==> src/rtl/bt_pkg.sv <==
package bt_pkg;

  typedef enum logic [1:0] {
    ST_RUN  = 2'd0,
    ST_STOP = 2'd1,
    ST_STAB = 2'd2
  } bt_state_e;

  // Key value that turns the watchdog off
  localparam logic [3:0] WDT_OFF_KEY = 4'b1010;

  // Rate code -> log2 of cycles per tick; PRE_W must be at least 8
  function automatic int sel_shift(input logic [1:0] code, input int pre_w);
    case (code)
      2'b00:   return pre_w;
      2'b01:   return pre_w - 2;
      2'b10:   return pre_w - 5;
      default: return pre_w - 8;
    endcase
  endfunction

  // Tick mask: ones in the low 'sh' bits
  function automatic logic [31:0] low_mask(input int sh);
    logic [31:0] m;
    for (int i = 0; i < 32; i++) m[i] = (i < sh);
    return m;
  endfunction

endpackage

==> src/rtl/bt_prescaler.sv <==
module bt_prescaler #(
  parameter int PRE_W = 12,
  localparam int SHW = $clog2(PRE_W + 1)
) (
  input  logic           clk,
  input  logic           rst_n,
  input  logic           hold_i,
  input  logic [SHW-1:0] shift_i,
  output logic           tick_o
);

  logic [PRE_W-1:0] pre_q;
  logic [PRE_W-1:0] mask;

  always_comb begin
    mask   = PRE_W'(bt_pkg::low_mask(int'(shift_i)));
    tick_o = !hold_i && ((pre_q & mask) == mask);
  end

  always_ff @(posedge clk or negedge rst_n) begin
    if (!rst_n)      pre_q <= '0;
    else if (hold_i) pre_q <= '0;
    else             pre_q <= pre_q + 1'b1;
  end

  // Back-to-back ticks only at the divide-by-one setting
  assert_tick_spacing_R6: assert property (@(posedge clk) disable iff (!rst_n)
    (tick_o && $past(tick_o) && $stable(shift_i) && !$past(hold_i)) |-> (shift_i == '0));

endmodule

==> src/rtl/bt_ctrl_reg.sv <==
module bt_ctrl_reg (
  input  logic       clk,
  input  logic       rst_n,
  input  logic       we_i,
  input  logic [7:0] wdata_i,
  output logic [3:0] key_o,
  output logic [1:0] sel_o,
  output logic       clr_o,
  output logic       wdt_en_o,
  output logic [7:0] rdata_o
);

  logic [5:0] hold_q;

  always_ff @(posedge clk or negedge rst_n) begin
    if (!rst_n)    hold_q <= '0;
    else if (we_i) hold_q <= wdata_i[7:2];
  end

  always_comb begin
    key_o    = hold_q[5:2];
    sel_o    = hold_q[1:0];
    clr_o    = we_i && wdata_i[1];
    wdt_en_o = (key_o != bt_pkg::WDT_OFF_KEY);
    rdata_o  = {hold_q, 2'b00};
  end

  assert_readback_R2: assert property (@(posedge clk) disable iff (!rst_n)
    $past(we_i) |-> (rdata_o == {$past(wdata_i[7:2]), 2'b00}));

endmodule

==> src/rtl/bt_counter.sv <==
module bt_counter #(
  parameter int CNT_W = 8
) (
  input  logic             clk,
  input  logic             rst_n,
  input  logic             clr_i,
  input  logic             hold_i,
  input  logic             tick_i,
  output logic [CNT_W-1:0] cnt_o,
  output logic             wrap_o
);

  logic [CNT_W-1:0] cnt_q;

  always_comb begin
    cnt_o  = cnt_q;
    wrap_o = tick_i && !clr_i && !hold_i && (&cnt_q);
  end

  always_ff @(posedge clk or negedge rst_n) begin
    if (!rst_n)               cnt_q <= '0;
    else if (clr_i || hold_i) cnt_q <= '0;
    else if (tick_i)          cnt_q <= cnt_q + 1'b1;
  end

  assert_clear_wins_R5: assert property (@(posedge clk) disable iff (!rst_n)
    clr_i |=> (cnt_q == '0));

  assert_hold_zero_R8: assert property (@(posedge clk) disable iff (!rst_n)
    hold_i |=> (cnt_q == '0));

endmodule

==> src/rtl/bt_wake_fsm.sv <==
module bt_wake_fsm (
  input  logic              clk,
  input  logic              rst_n,
  input  logic              stop_i,
  input  logic              ext_wake_i,
  input  logic              stab_done_i,
  output bt_pkg::bt_state_e state_o,
  output logic              por_phase_o,
  output logic              clk_en_o
);
  import bt_pkg::*;

  bt_state_e state_q, state_d;
  logic      por_q;

  always_comb begin
    state_d = state_q;
    case (state_q)
      ST_RUN:  if (stop_i)      state_d = ST_STOP;
      ST_STOP: if (ext_wake_i)  state_d = ST_STAB;
      ST_STAB: if (stab_done_i) state_d = ST_RUN;
      default:                  state_d = ST_STAB;
    endcase
  end

  always_ff @(posedge clk or negedge rst_n) begin
    if (!rst_n) begin
      state_q <= ST_STAB;
      por_q   <= 1'b1;
    end else begin
      state_q <= state_d;
      if (state_d == ST_RUN) por_q <= 1'b0;
    end
  end

  always_comb begin
    state_o     = state_q;
    por_phase_o = por_q;
    clk_en_o    = (state_q == ST_RUN);
  end

  assert_en_rise_R7: assert property (@(posedge clk) disable iff (!rst_n)
    $rose(clk_en_o) |-> $past(stab_done_i));

  assert_en_fall_R8: assert property (@(posedge clk) disable iff (!rst_n)
    $fell(clk_en_o) |-> $past(stop_i));

endmodule

==> src/rtl/basic_timer_wdt.sv <==
module basic_timer_wdt #(
  parameter int PRE_W    = 12,
  parameter int CNT_W    = 8,
  parameter int STAB_BIT = 4
) (
  input  logic       clk,
  input  logic       rst_n,
  input  logic       ctl_we,
  input  logic [7:0] ctl_wdata,
  output logic [7:0] ctl_rdata,
  input  logic       stop_i,
  input  logic       ext_wake_i,
  output logic       wdt_rst_o,
  output logic       cpu_clk_en_o
);
  import bt_pkg::*;

  localparam int SHW = $clog2(PRE_W + 1);

  // Named internal events, visible to the assertions below
  logic [3:0]       key;
  logic [1:0]       sel;
  logic             clr_evt;
  logic             wdt_en;
  logic             tick_evt;
  logic             wrap_evt;
  logic             hold;
  logic             por_phase;
  logic [SHW-1:0]   shift;
  logic [CNT_W-1:0] cnt;
  bt_state_e        state;
  logic             wdt_q;

  bt_ctrl_reg u_ctrl (
    .clk      (clk),
    .rst_n    (rst_n),
    .we_i     (ctl_we),
    .wdata_i  (ctl_wdata),
    .key_o    (key),
    .sel_o    (sel),
    .clr_o    (clr_evt),
    .wdt_en_o (wdt_en),
    .rdata_o  (ctl_rdata)
  );

  // Slowest rate is forced while settling after power-on reset
  always_comb begin
    hold  = (state == ST_STOP);
    shift = por_phase ? SHW'(PRE_W) : SHW'(sel_shift(sel, PRE_W));
  end

  bt_prescaler #(.PRE_W(PRE_W)) u_pre (
    .clk     (clk),
    .rst_n   (rst_n),
    .hold_i  (hold),
    .shift_i (shift),
    .tick_o  (tick_evt)
  );

  bt_counter #(.CNT_W(CNT_W)) u_cnt (
    .clk    (clk),
    .rst_n  (rst_n),
    .clr_i  (clr_evt),
    .hold_i (hold),
    .tick_i (tick_evt),
    .cnt_o  (cnt),
    .wrap_o (wrap_evt)
  );

  bt_wake_fsm u_fsm (
    .clk         (clk),
    .rst_n       (rst_n),
    .stop_i      (stop_i),
    .ext_wake_i  (ext_wake_i),
    .stab_done_i (cnt[STAB_BIT]),
    .state_o     (state),
    .por_phase_o (por_phase),
    .clk_en_o    (cpu_clk_en_o)
  );

  // Registered request: glitch-free, one cycle per wrap
  always_ff @(posedge clk or negedge rst_n) begin
    if (!rst_n) wdt_q <= 1'b0;
    else        wdt_q <= wrap_evt && wdt_en;
  end

  assign wdt_rst_o = wdt_q;

  assert_wdt_single_R3: assert property (@(posedge clk) disable iff (!rst_n)
    wdt_rst_o |=> !wdt_rst_o);

  assert_wdt_source_R3: assert property (@(posedge clk) disable iff (!rst_n)
    wdt_rst_o |-> ((cnt == '0) && ($past(cnt) == {CNT_W{1'b1}})));

  assert_key_off_R4: assert property (@(posedge clk) disable iff (!rst_n)
    wdt_rst_o |-> ($past(key) != WDT_OFF_KEY));

  assert_wake_ignored_R10: assert property (@(posedge clk) disable iff (!rst_n)
    (cpu_clk_en_o && !stop_i) |=> cpu_clk_en_o);

endmodule

==> config.mk <==
export PLATFORM = sky130hd
export DESIGN_NAME = basic_timer_wdt
export DESIGN_NICKNAME = d
export VERILOG_FILES = /design/src/rtl/bt_pkg.sv /design/src/rtl/bt_prescaler.sv /design/src/rtl/bt_ctrl_reg.sv /design/src/rtl/bt_counter.sv /design/src/rtl/bt_wake_fsm.sv /design/src/rtl/basic_timer_wdt.sv
export SDC_FILE = /design/constraint.sdc
export NUM_CORES = 1
export LEC_CHECK = 0
export ABC_AREA = 1
export CAP_MARGIN = 20
export CORE_MARGIN = 1
export CORE_UTILIZATION = 45
export CTS_BUF_LIST = sky130_fd_sc_hd__clkbuf_4 sky130_fd_sc_hd__clkbuf_8
export DETAILED_ROUTE_END_ITERATION = 10
export DONT_BUFFER_PORTS = 1
export MAX_ROUTING_LAYER = met4
export PLACE_DENSITY_LB_ADDON = 0.08
export SKIP_LAST_GASP = 1
export SLEW_MARGIN = 40
export SYNTH_ARGS = -nofsm -noshare
export SYNTH_HDL_FRONTEND = slang
export SYNTH_SLANG_ARGS = --single-unit
==> constraint.sdc <==
create_clock -name clk -period 2.3 [get_ports clk]
set_input_delay 0.69 -clock clk [delete_from_list [all_inputs] [get_ports clk]]
set_output_delay 0.69 -clock clk [all_outputs]
set_load 0.02 [all_outputs]
==> results of run 1 <==
flip-flops by register name (all words and copies together) (netlist names):
signal,count
u_cnt.cnt_o,8
u_ctrl.hold_q,6
u_fsm.por_phase_o,1
u_fsm.state_o,2
u_pre.pre_q,12
wdt_rst_o,1
synthesized netlist by cell type (2+ instances only):
cell	count	area, sq um
sky130_fd_sc_hd__nand2_1	33	123.9
sky130_fd_sc_hd__inv_1	30	112.6
sky130_fd_sc_hd__dfrtp_1	28	700.7
sky130_fd_sc_hd__nand3_1	17	85.08
sky130_fd_sc_hd__nor2_1	15	56.30
sky130_fd_sc_hd__nand4_1	13	81.33
sky130_fd_sc_hd__o21ai_0	10	50.05
sky130_fd_sc_hd__a21oi_1	7	35.03
sky130_fd_sc_hd__ha_1	7	87.58
sky130_fd_sc_hd__nor3_1	6	30.03
sky130_fd_sc_hd__nor2_2	5	31.28
sky130_fd_sc_hd__xor2_1	4	35.03
sky130_fd_sc_hd__a31oi_1	2	12.51
sky130_fd_sc_hd__buf_4	2	15.01
sky130_fd_sc_hd__dfstp_2	2	52.55
sky130_fd_sc_hd__mux2_2	2	22.52
sky130_fd_sc_hd__nand3_2	2	20.02
sky130_fd_sc_hd__o21bai_1	2	15.01
per-layer routing:
metal,global-route usage,routed length (microns),vias up
li1,-,-,656
met1,0.2098,1432,624
met2,0.3030,1482,20
met3,0.05474,110,5
met4,0.06105,48,0
met5,-,0,-
cell type report:
type	count	area [sq um]	area share
sequential	30	753.2	0.4257
multi-input combinational	134	757.0	0.4279
clock inverter	2	37.54	0.02122
tap	46	57.56	0.03253
clock buffer	6	45.04	0.02546
inverter	31	118.9	0.06719
power breakdown:
part / internal, mW / total, mW / switching, mW
combinational: 0.111 / 0.327 / 0.215
clock: 0.241 / 0.428 / 0.187
sequential: 0.615 / 0.699 / 0.0833
cell families after synthesis:
logic type	after synthesis
muxes	2
buffers and inverters	35
xor gates and xnor gates	4
adders and majority gates	7
AOI/OAI and AO/OA	24
other	1
and+or+nand+nor	95
DFF	30
worst max path at each step:
| stage | to | slack (ns) | depth (start not counted) | from |
|---|---|---|---|---|
| finish | u_cnt.cnt_o[4] | 0.22 | 10 | u_ctrl.hold_q[0] |
| global placement | u_cnt.cnt_o[6] | 0.31 | 10 | u_ctrl.hold_q[0] |
| global route | u_cnt.cnt_o[0] | 0.08 | 10 | u_ctrl.hold_q[0] |
| CTS | u_cnt.cnt_o[4] | 0.22 | 10 | u_ctrl.hold_q[0] |
| floorplan | u_cnt.cnt_o[4] | 0.52 | 10 | u_ctrl.hold_q[0] |
| detailed placement | u_cnt.cnt_o[4] | 0.24 | 10 | u_ctrl.hold_q[0] |
per-stage QoR:
stage / utilization / total power [mW] / hold slack, ns / instance area (sq um) / setup slack [ns]
2_1_floorplan: - / 0.9690 / 0.3944 / 1653 / 0.5187
3_3_place_gp: 0.4938 / 1.026 / 0.3950 / 1687 / 0.3087
3_5_place_dp: 0.4938 / 1.040 / 0.3950 / 1687 / 0.2438
4_1_cts: 0.5179 / 1.477 / 0.02145 / 1769 / 0.2206
5_1_grt: 0.5179 / 1.564 / 0.005315 / 1769 / 0.07627
6_report: 0.5179 / 1.453 / 0.04106 / 1769 / 0.2179
cells in the final DEF, fill, tap and decap left out:
master	instances
sky130_fd_sc_hd__a21oi_1	7
sky130_fd_sc_hd__a21oi_2	1
sky130_fd_sc_hd__a21oi_4	1
sky130_fd_sc_hd__a31oi_1	2
sky130_fd_sc_hd__bufinv_16	1
sky130_fd_sc_hd__clkbuf_4	6
sky130_fd_sc_hd__clkinvlp_4	1
sky130_fd_sc_hd__conb_1	2
sky130_fd_sc_hd__dfrtp_1	28
sky130_fd_sc_hd__dfstp_2	2
sky130_fd_sc_hd__ha_1	7
sky130_fd_sc_hd__inv_1	30
sky130_fd_sc_hd__inv_4	1
sky130_fd_sc_hd__mux2_2	2
sky130_fd_sc_hd__nand2_1	33
sky130_fd_sc_hd__nand2_2	1
sky130_fd_sc_hd__nand2_4	1
sky130_fd_sc_hd__nand3_1	17
sky130_fd_sc_hd__nand3_2	2
sky130_fd_sc_hd__nand3b_1	1
sky130_fd_sc_hd__nand4_1	13
sky130_fd_sc_hd__nor2_1	15
sky130_fd_sc_hd__nor2_2	5
sky130_fd_sc_hd__nor3_1	6
sky130_fd_sc_hd__o211ai_1	1
sky130_fd_sc_hd__o21ai_0	10
sky130_fd_sc_hd__o21bai_1	2
sky130_fd_sc_hd__or2_2	1
sky130_fd_sc_hd__xor2_1	4
==> reports/qor.yml, run 1 <==
status: "finished clean"
wl_microns: 3074
postSynthRegisterBits: 30
crit_chain: "inv_1 > ha_1 > inv_1 > nor2_1 > nor2_2 > nand3_2 > a21oi_4 > nand2_4 > nand3_1 > nand2_1"
clock_tree.buffer_depth: 2
hold_violations: 0
drt-vias-per-instance: 5.241
netlist_instances: 198
cp_slowest_stage_delay_ns: 0.52
ant_nets: 0
synth-seq-area-share: 0.4568
detailedPlacementHpwl_microns: 2244
slowest_cell_on_the_critical_path: "sky130_fd_sc_hd__dfrtp_1"
slew_margin_rel: 0.5485
asyncSetResetFlopFracSynth: 1.000
worstReg2RegStart: "u_ctrl.hold_q[0]"
worst-r2r-setup-slack_ns: 0.22
diodes: 0
post_cts.repair.setup_buffers: 0
overflow: 0
cap_viol_max_count: 0
place_congestion: 0.8112
critical_path.top_delay_family: "simple AND/OR/NAND/NOR gates"
core_region_area_sq_um: 3416
cp-end-kind: "flip-flop"
setup-tns-final_ns: 0
place.port_buffers: 0
post_synth_mux_area_share: 0.01366
io_pins: 23
yosysUniqueCellTypes: 29
synth_warnings: 0
most_used_flip_flop_cell_after_synthesis: "sky130_fd_sc_hd__dfrtp_1"
syn_avg_cell_area_sq_um: 8.329
crit_arrival_ns: 2.30
clock_tree.htree_level_count: 2
power.density_cell_area_nw_per_um2: 821.5
peakVddDrop_uv: 462.1
layout.filler_cells: 348
min-delay-path-class: "in -> async"
cts_hold_buf: 0
dominant_combinational_cell_family_by_area_after_synthesis: "simple AND/OR/NAND/NOR gates"
min_period_ns: 2.082
num_rows: 21
nNetsFinal: 222
reg2regPathDepth: 10
clk-insertion-delay-late_ns: 0.33
post_route_cells_drive_above_1_share: 0.1232
stdcell_count: 249
first_global_vias: 1238
starting_density: 0.4828
rsz_0062_raised_after_global_routing: "no"
worst_setup_path_start_kind: "flip-flop"
power_leakage_nw: 0.8982
routed-via-count: 1305
detail_route.drc_violations: 0
critical_path.reg2reg.endpoint: "u_cnt.cnt_o[4]"
timing.critical_path.required_ns: 2.52
placed_cells: 241
cp.buffers_inverters: 2
crit_path_max_fanout: 10
areaGrowthSynthToFinish_pct: 7.284
compound_gate_fraction_of_synth_area: 0.08801
cts-resized-gates: 0
worstSetupPathType: "reg -> reg"
finalClockSkew_ns: 0.007333
synth_area_sq_um: 1649
synth_edf_count: 0
cts_made_buffers: 5
synth_fa_ha_area_frac: 0.05311
wire_per_inst_microns: 12.35
finalCritPeriodShare: 0.9053
number_of_antenna_violations_at_the_first_check_in_global_routing: 0
clk_sinks: 30
tightestPinTransition_ns: 0.6773
grt_pass1_wl_microns: 5409
cts_root_buffer: "sky130_fd_sc_hd__clkbuf_4"
clkSlewWorstSetupHoldPaths_ns: 0.10
setup_viol_count_final: 0
max_clock_freq_ghz: 0.4803
die_w_microns: 62.54
1st_iter_drt_viols: 77
grt_max_degree: 31
synth-simple-area-share: 0.2785
clock_tree_from_tritoncts: "yes"
total_routing_usage_reported_by_global_routing: 0.1826
die_area_sq_um: 3911
cpMostUsedCell: "sky130_fd_sc_hd__inv_1"
yosys.area_share.xor_xnor: 0.02124
drt_pass1_iterations: 4
die_h_microns: 62.54
report.final.slew_viol_count: 0
No activity file was read; power rests on OpenSTA's default activity.
==> run 2: changes to the inputs <==
REMOVE_ABC_BUFFERS = 1   (was default)
==> reports/qor.yml, run 2 (synthesis results as in run 1) <==
wl_microns: 3068  # -0.20%
clkSlewWorstSetupHoldPaths_ns: 0.10  # about the same
timing.critical_path.required_ns: 2.52  # about the same
num_rows: 21  # unchanged
peakVddDrop_uv: 498.6  # +7.9%
die_h_microns: 62.54  # unchanged
setup_viol_count_final: 0  # unchanged
post-route-util: 0.5179  # unchanged
number_of_antenna_violations_at_the_first_check_in_global_routing: 0  # unchanged
grt_max_degree: 31  # unchanged
diodes: 0  # unchanged
clk-insertion-delay-late_ns: 0.32  # about the same
crit_arrival_ns: 2.29  # about the same
slew_margin_rel: 0.5471  # -0.001372
grt_pass1_wl_microns: 5181  # -4.2%
cts_made_buffers: 5  # unchanged
clock_tree.htree_level_count: 2  # unchanged
cp_slowest_stage_delay_ns: 0.52  # about the same
clock_tree.buffer_depth: 2  # unchanged
cts_hold_buf: 0  # unchanged
fin_area_sq_um: 1769  # unchanged
crit_path_max_fanout: 10  # unchanged
place.port_buffers: 0  # unchanged
min-delay-path-class: "in -> async"
tightestPinTransition_ns: 0.6794  # +0.002058 ns
total_routing_usage_reported_by_global_routing: 0.1766  # -0.006034
mostFrequentLayoutCell: "sky130_fd_sc_hd__nand2_1"
worstSetupPathType: "reg -> reg"
first_global_vias: 1174  # -5.2%
starting_density: 0.4828  # unchanged
worst_setup_path_start_kind: "flip-flop"
layout.filler_cells: 341  # -2.0%
cap_viol_max_count: 0  # unchanged
largest_register_ffs: 12  # unchanged
finalClockSkew_ns: 0.005615  # -0.001717 ns
stdcell_count: 249  # unchanged
io_pins: 23  # unchanged
cts_root_buffer: "sky130_fd_sc_hd__clkbuf_4"
clock_tree_from_tritoncts: "yes"
max_clock_freq_ghz: 0.4843  # +0.84%
crit_chain: "inv_1 > ha_1 > inv_1 > nor2_1 > nor2_2 > nand3_2 > a21oi_4 > nand2_4 > nand3_1 > nand2_1"
post_cts.repair.setup_buffers: 0  # unchanged
placed_cells: 241  # unchanged
place_congestion: 0.7741  # -4.6%
die_area_sq_um: 3911  # unchanged
report.final.slew_viol_count: 0  # unchanged
placed_instance_area_sq_um: 1687  # unchanged
slowest_cell_on_the_critical_path: "sky130_fd_sc_hd__dfrtp_1"
final_total_power_mw: 1.456  # +0.19%
ant_nets: 0  # unchanged
power.density_cell_area_nw_per_um2: 823.0  # +0.19%
post_route_cells_drive_above_1_share: 0.1232  # unchanged
wire_per_inst_microns: 12.32  # -0.20%
final_cell_mix: "sky130_fd_sc_hd__nand2_1 (33), sky130_fd_sc_hd__inv_1 (30), sky130_fd_sc_hd__dfrtp_1 (28), sky130_fd_sc_hd__nand3_1 (17), sky130_fd_sc_hd__nor2_1 (15)"
cp-end-kind: "flip-flop"
core_region_area_sq_um: 3416  # unchanged
setup-tns-final_ns: 0  # unchanged
nNetsFinal: 222  # unchanged
die_w_microns: 62.54  # unchanged
power_leakage_nw: 0.8982  # unchanged
drt_pass1_iterations: 4  # unchanged
routed-via-count: 1288  # -1.3%
overflow: 0  # unchanged
min_period_ns: 2.065  # -0.01731 ns
drt-vias-per-instance: 5.173  # -1.3%
finalCritPeriodShare: 0.8977  # -0.007527
cts-resized-gates: 0  # unchanged
hold_violations: 0  # unchanged
clk_sinks: 30  # unchanged
largest_register: "u_pre.pre_q"
status: "finished clean"
cpMostUsedCell: "sky130_fd_sc_hd__inv_1"
areaGrowthSynthToFinish_pct: 7.284  # unchanged
rsz_0062_raised_after_global_routing: "no"
detailedPlacementHpwl_microns: 2221  # -1.0%
1st_iter_drt_viols: 48  # -38%
detail_route.drc_violations: 0  # unchanged
## run 2: cell counts in the layout (fill, tap and decap cells not counted)
Identical to the previous run, type by type.
## run 2: per-layer routing
layer  share of wire  GRT usage  vias up  wire length [microns]
li1                -          -      656                      -
met1            0.48     0.2075      606                   1476
met2            0.48     0.2867       24                   1469
met3           0.034    0.05839        2                    105
met4          0.0055    0.05233        0                     17
met5               0          -        -                      0
## run 2: worst paths after layout
path / start / end / slack [ns] / depth (start not counted)
setup reg to reg: u_ctrl.hold_q[0] / u_cnt.cnt_o[6] / 0.24 / 10
min in group clk: ctl_we / u_ctrl.hold_q[2] / 0.46 / 1
hold / removal: rst_n / u_pre.pre_q[6] / 0.05 / 0
setup / recovery: u_ctrl.hold_q[0] / u_cnt.cnt_o[6] / 0.24 / 10
max in group asynchronous: rst_n / u_fsm.state_o[1] / 2.08 / 0
hold reg to reg: u_pre.pre_q[0] / u_pre.pre_q[0] / 0.50 / 1
## run 2: worst max-delay path, delay by kind of cell, from the launching register on
kind                       cells  cell delay (ns)
AOI/OAI and AO/OA              1             0.33
buffers and inverters          2             0.20
DFF                            1             0.52
adders and majority gates      1             0.37
and+or+nand+nor                6             0.53
## run 2: stage by stage
step                      worst slack [ns]  hold slack [ns]
after global placement              0.3066           0.3950
after floorplan                     0.5165           0.3944
final                               0.2352          0.04656
after CTS                           0.2315          0.02518
after global routing                0.1014         0.006971
after detailed placement            0.2482           0.3950
## run 2: layout make-up
class                   count  area, sq um  area share
multi-input cells         134        757.0      0.4279
flip-flops and latches     30        753.2      0.4257
well taps                  46        57.56     0.03253
clock inverters             2        37.54     0.02122
inverters                  31        118.9     0.06719
clock buffers               6        45.04     0.02546
## run 2: where the power goes
| part | internal, mW | switching, mW | total (mW) |
|---|---|---|---|
| clock | 0.241 | 0.191 | 0.432 |
| combinational | 0.111 | 0.212 | 0.323 |
| sequential | 0.615 | 0.0853 | 0.700 |
| total | 0.967 | 0.489 | 1.46 |
==> run 3: changes to the inputs <==
CORE_UTILIZATION = 65   (was 45)
==> reports/qor.yml, run 3 (synthesis results as in run 1) <==
place_congestion: 0.8803  # +14%
placed_instance_area_sq_um: 1664  # -1.3%
placed_cells: 223  # -7.5%
max_clock_freq_ghz: 0.4944  # +2.1%
clkSlewWorstSetupHoldPaths_ns: 0.10  # about the same
status: "finished clean"
multi_input_area_sq_um: 757.0  # unchanged
nNetsFinal: 222  # unchanged
cts-resized-gates: 0  # unchanged
drt-vias-per-instance: 5.823  # +13%
crit_arrival_ns: 2.24  # -0.05 ns
cts_made_buffers: 5  # unchanged
clock_tree.buffer_depth: 2  # unchanged
largest_register_ffs: 12  # unchanged
io_pins: 23  # unchanged
areaGrowthSynthToFinish_pct: 4.780
setup_viol_count_final: 0  # unchanged
post-place-ws_ns: 0.2960  # +0.04786 ns
wire_per_inst_microns: 13.91  # +13%
cts_hold_buf: 0  # unchanged
clock_tree.htree_level_count: 2  # unchanged
final_cell_mix: "sky130_fd_sc_hd__nand2_1 (33), sky130_fd_sc_hd__inv_1 (30), sky130_fd_sc_hd__dfrtp_1 (28), sky130_fd_sc_hd__nand3_1 (17), sky130_fd_sc_hd__nor2_1 (15)"
hold_violations: 0  # unchanged
setup-tns-final_ns: 0  # unchanged
place.port_buffers: 0  # unchanged
min_period_ns: 2.023  # -0.04227 ns
power_leakage_nw: 0.8950  # -0.35%
number_of_antenna_violations_at_the_first_check_in_global_routing: 0  # unchanged
worst_setup_path_start_kind: "flip-flop"
die_area_sq_um: 2743  # -30%
post_route_cells_drive_above_1_share: 0.1232  # unchanged
clk-insertion-delay-late_ns: 0.33  # about the same
worstSetupPathType: "reg -> reg"
finalClockSkew_ns: 0.01633  # +0.01071 ns
peakVddDrop_uv: 553.7  # +11%
largest_register: "u_pre.pre_q"
cp-end-kind: "flip-flop"
power.density_cell_area_nw_per_um2: 805.8  # -2.1%
routed-via-count: 1345  # +4.4%
cap_viol_max_count: 0  # unchanged
total_routing_usage_reported_by_global_routing: 0.2902  # +0.1136
mostFrequentLayoutCell: "sky130_fd_sc_hd__nand2_1"
core_region_area_sq_um: 2297  # -33%
clk_sinks: 30  # unchanged
timing.critical_path.required_ns: 2.52  # about the same
reg2regPathDepth: 10  # unchanged
final_total_power_mw: 1.392  # -4.4%
fin_ws_ns: 0.2775  # +0.04227 ns
stdcell_count: 231  # -7.2%
layout.filler_cells: 161  # -53%
finalCritPeriodShare: 0.8794  # -0.01838
min-delay-path-class: "in -> async"
crit_path_max_fanout: 10  # unchanged
die_w_microns: 52.37  # -16%
num_rows: 17  # -19%
combined_flip_flop_and_latch_cell_area_sq_um: 753.2  # unchanged
detailedPlacementHpwl_microns: 2339  # +5.3%
clock_tree_from_tritoncts: "yes"
grt_pass1_wl_microns: 5554  # +7.2%
wl_microns: 3213  # +4.7%
first_global_vias: 1348  # +15%
fin_area_sq_um: 1728  # -2.3%
grt_max_degree: 31  # unchanged
1st_iter_drt_viols: 36  # -25%
worst_hold_slack_ns: 0.03678  # -0.009781 ns
rsz_0062_raised_after_global_routing: "no"
slew_margin_rel: 0.5542  # +0.007103
drt_pass1_iterations: 4  # unchanged
cts_root_buffer: "sky130_fd_sc_hd__clkbuf_4"
detail_route.drc_violations: 0  # unchanged
post_cts.repair.setup_buffers: 0  # unchanged
tightestPinTransition_ns: 0.6687  # -0.01065 ns
starting_density: 0.7179  # +0.2351
post-route-util: 0.7522  # +0.2342
overflow: 0  # unchanged
ant_nets: 0  # unchanged
report.final.slew_viol_count: 0  # unchanged
worstSetupStartpoint: "u_ctrl.hold_q[0]"
diodes: 0  # unchanged
worstReg2RegStart: "u_ctrl.hold_q[0]"
die_h_microns: 52.37  # -16%
==> run 3: cell count changes in the layout (fill, tap and decap cells not counted) <==
cell,previous run,this run
sky130_fd_sc_hd__bufinv_16,1,0
sky130_fd_sc_hd__clkbuf_8,0,1
sky130_fd_sc_hd__clkinv_2,0,1
sky130_fd_sc_hd__clkinvlp_4,1,0
==> run 3: power by group <==
group / internal (mW) / switching, mW
Sequential: 0.615 / 0.0899
Combinational: 0.114 / 0.232
Clock: 0.160 / 0.181
Total: 0.889 / 0.503
==> run 3: layer usage <==
layer | vias up | global-route usage | part of all wire
li1 | 654 | - | -
met1 | 629 | 0.3163 | 0.40
met2 | 52 | 0.5000 | 0.52
met3 | 10 | 0.08986 | 0.061
met4 | 0 | 0.09649 | 0.019
met5 | - | - | 0
==> run 3: layout make-up <==
type	instances	area share
Inverter	31	0.06879
Tap cell	28	0.02028
Multi-Input combinational cell	134	0.4381
Sequential cell	30	0.4359
Clock buffer	7	0.03403
Clock inverter	1	0.002896
==> run 3: final timing paths <==
| kind | endpoint | slack, ns |
|---|---|---|
| min | u_pre.pre_q[7] | 0.04 |
| min in group clk | u_ctrl.hold_q[1] | 0.46 |
| max in group asynchronous | u_fsm.state_o[1] | 2.07 |
| max | u_cnt.cnt_o[3] | 0.28 |
| max reg2reg | u_cnt.cnt_o[3] | 0.28 |
| min reg2reg | u_fsm.por_phase_o | 0.52 |
==> run 3: critical path: stages (launching register included) <==
cell and delay, ns:
sky130_fd_sc_hd__dfrtp_1 0.51, sky130_fd_sc_hd__inv_1 0.13, sky130_fd_sc_hd__ha_1 0.37, sky130_fd_sc_hd__inv_1 0.07, sky130_fd_sc_hd__nor2_1 0.04, sky130_fd_sc_hd__nor2_2 0.09
sky130_fd_sc_hd__nand3_2 0.10, sky130_fd_sc_hd__a21oi_4 0.32, sky130_fd_sc_hd__nand2_4 0.13, sky130_fd_sc_hd__nand3_1 0.09, sky130_fd_sc_hd__nand2_1 0.06
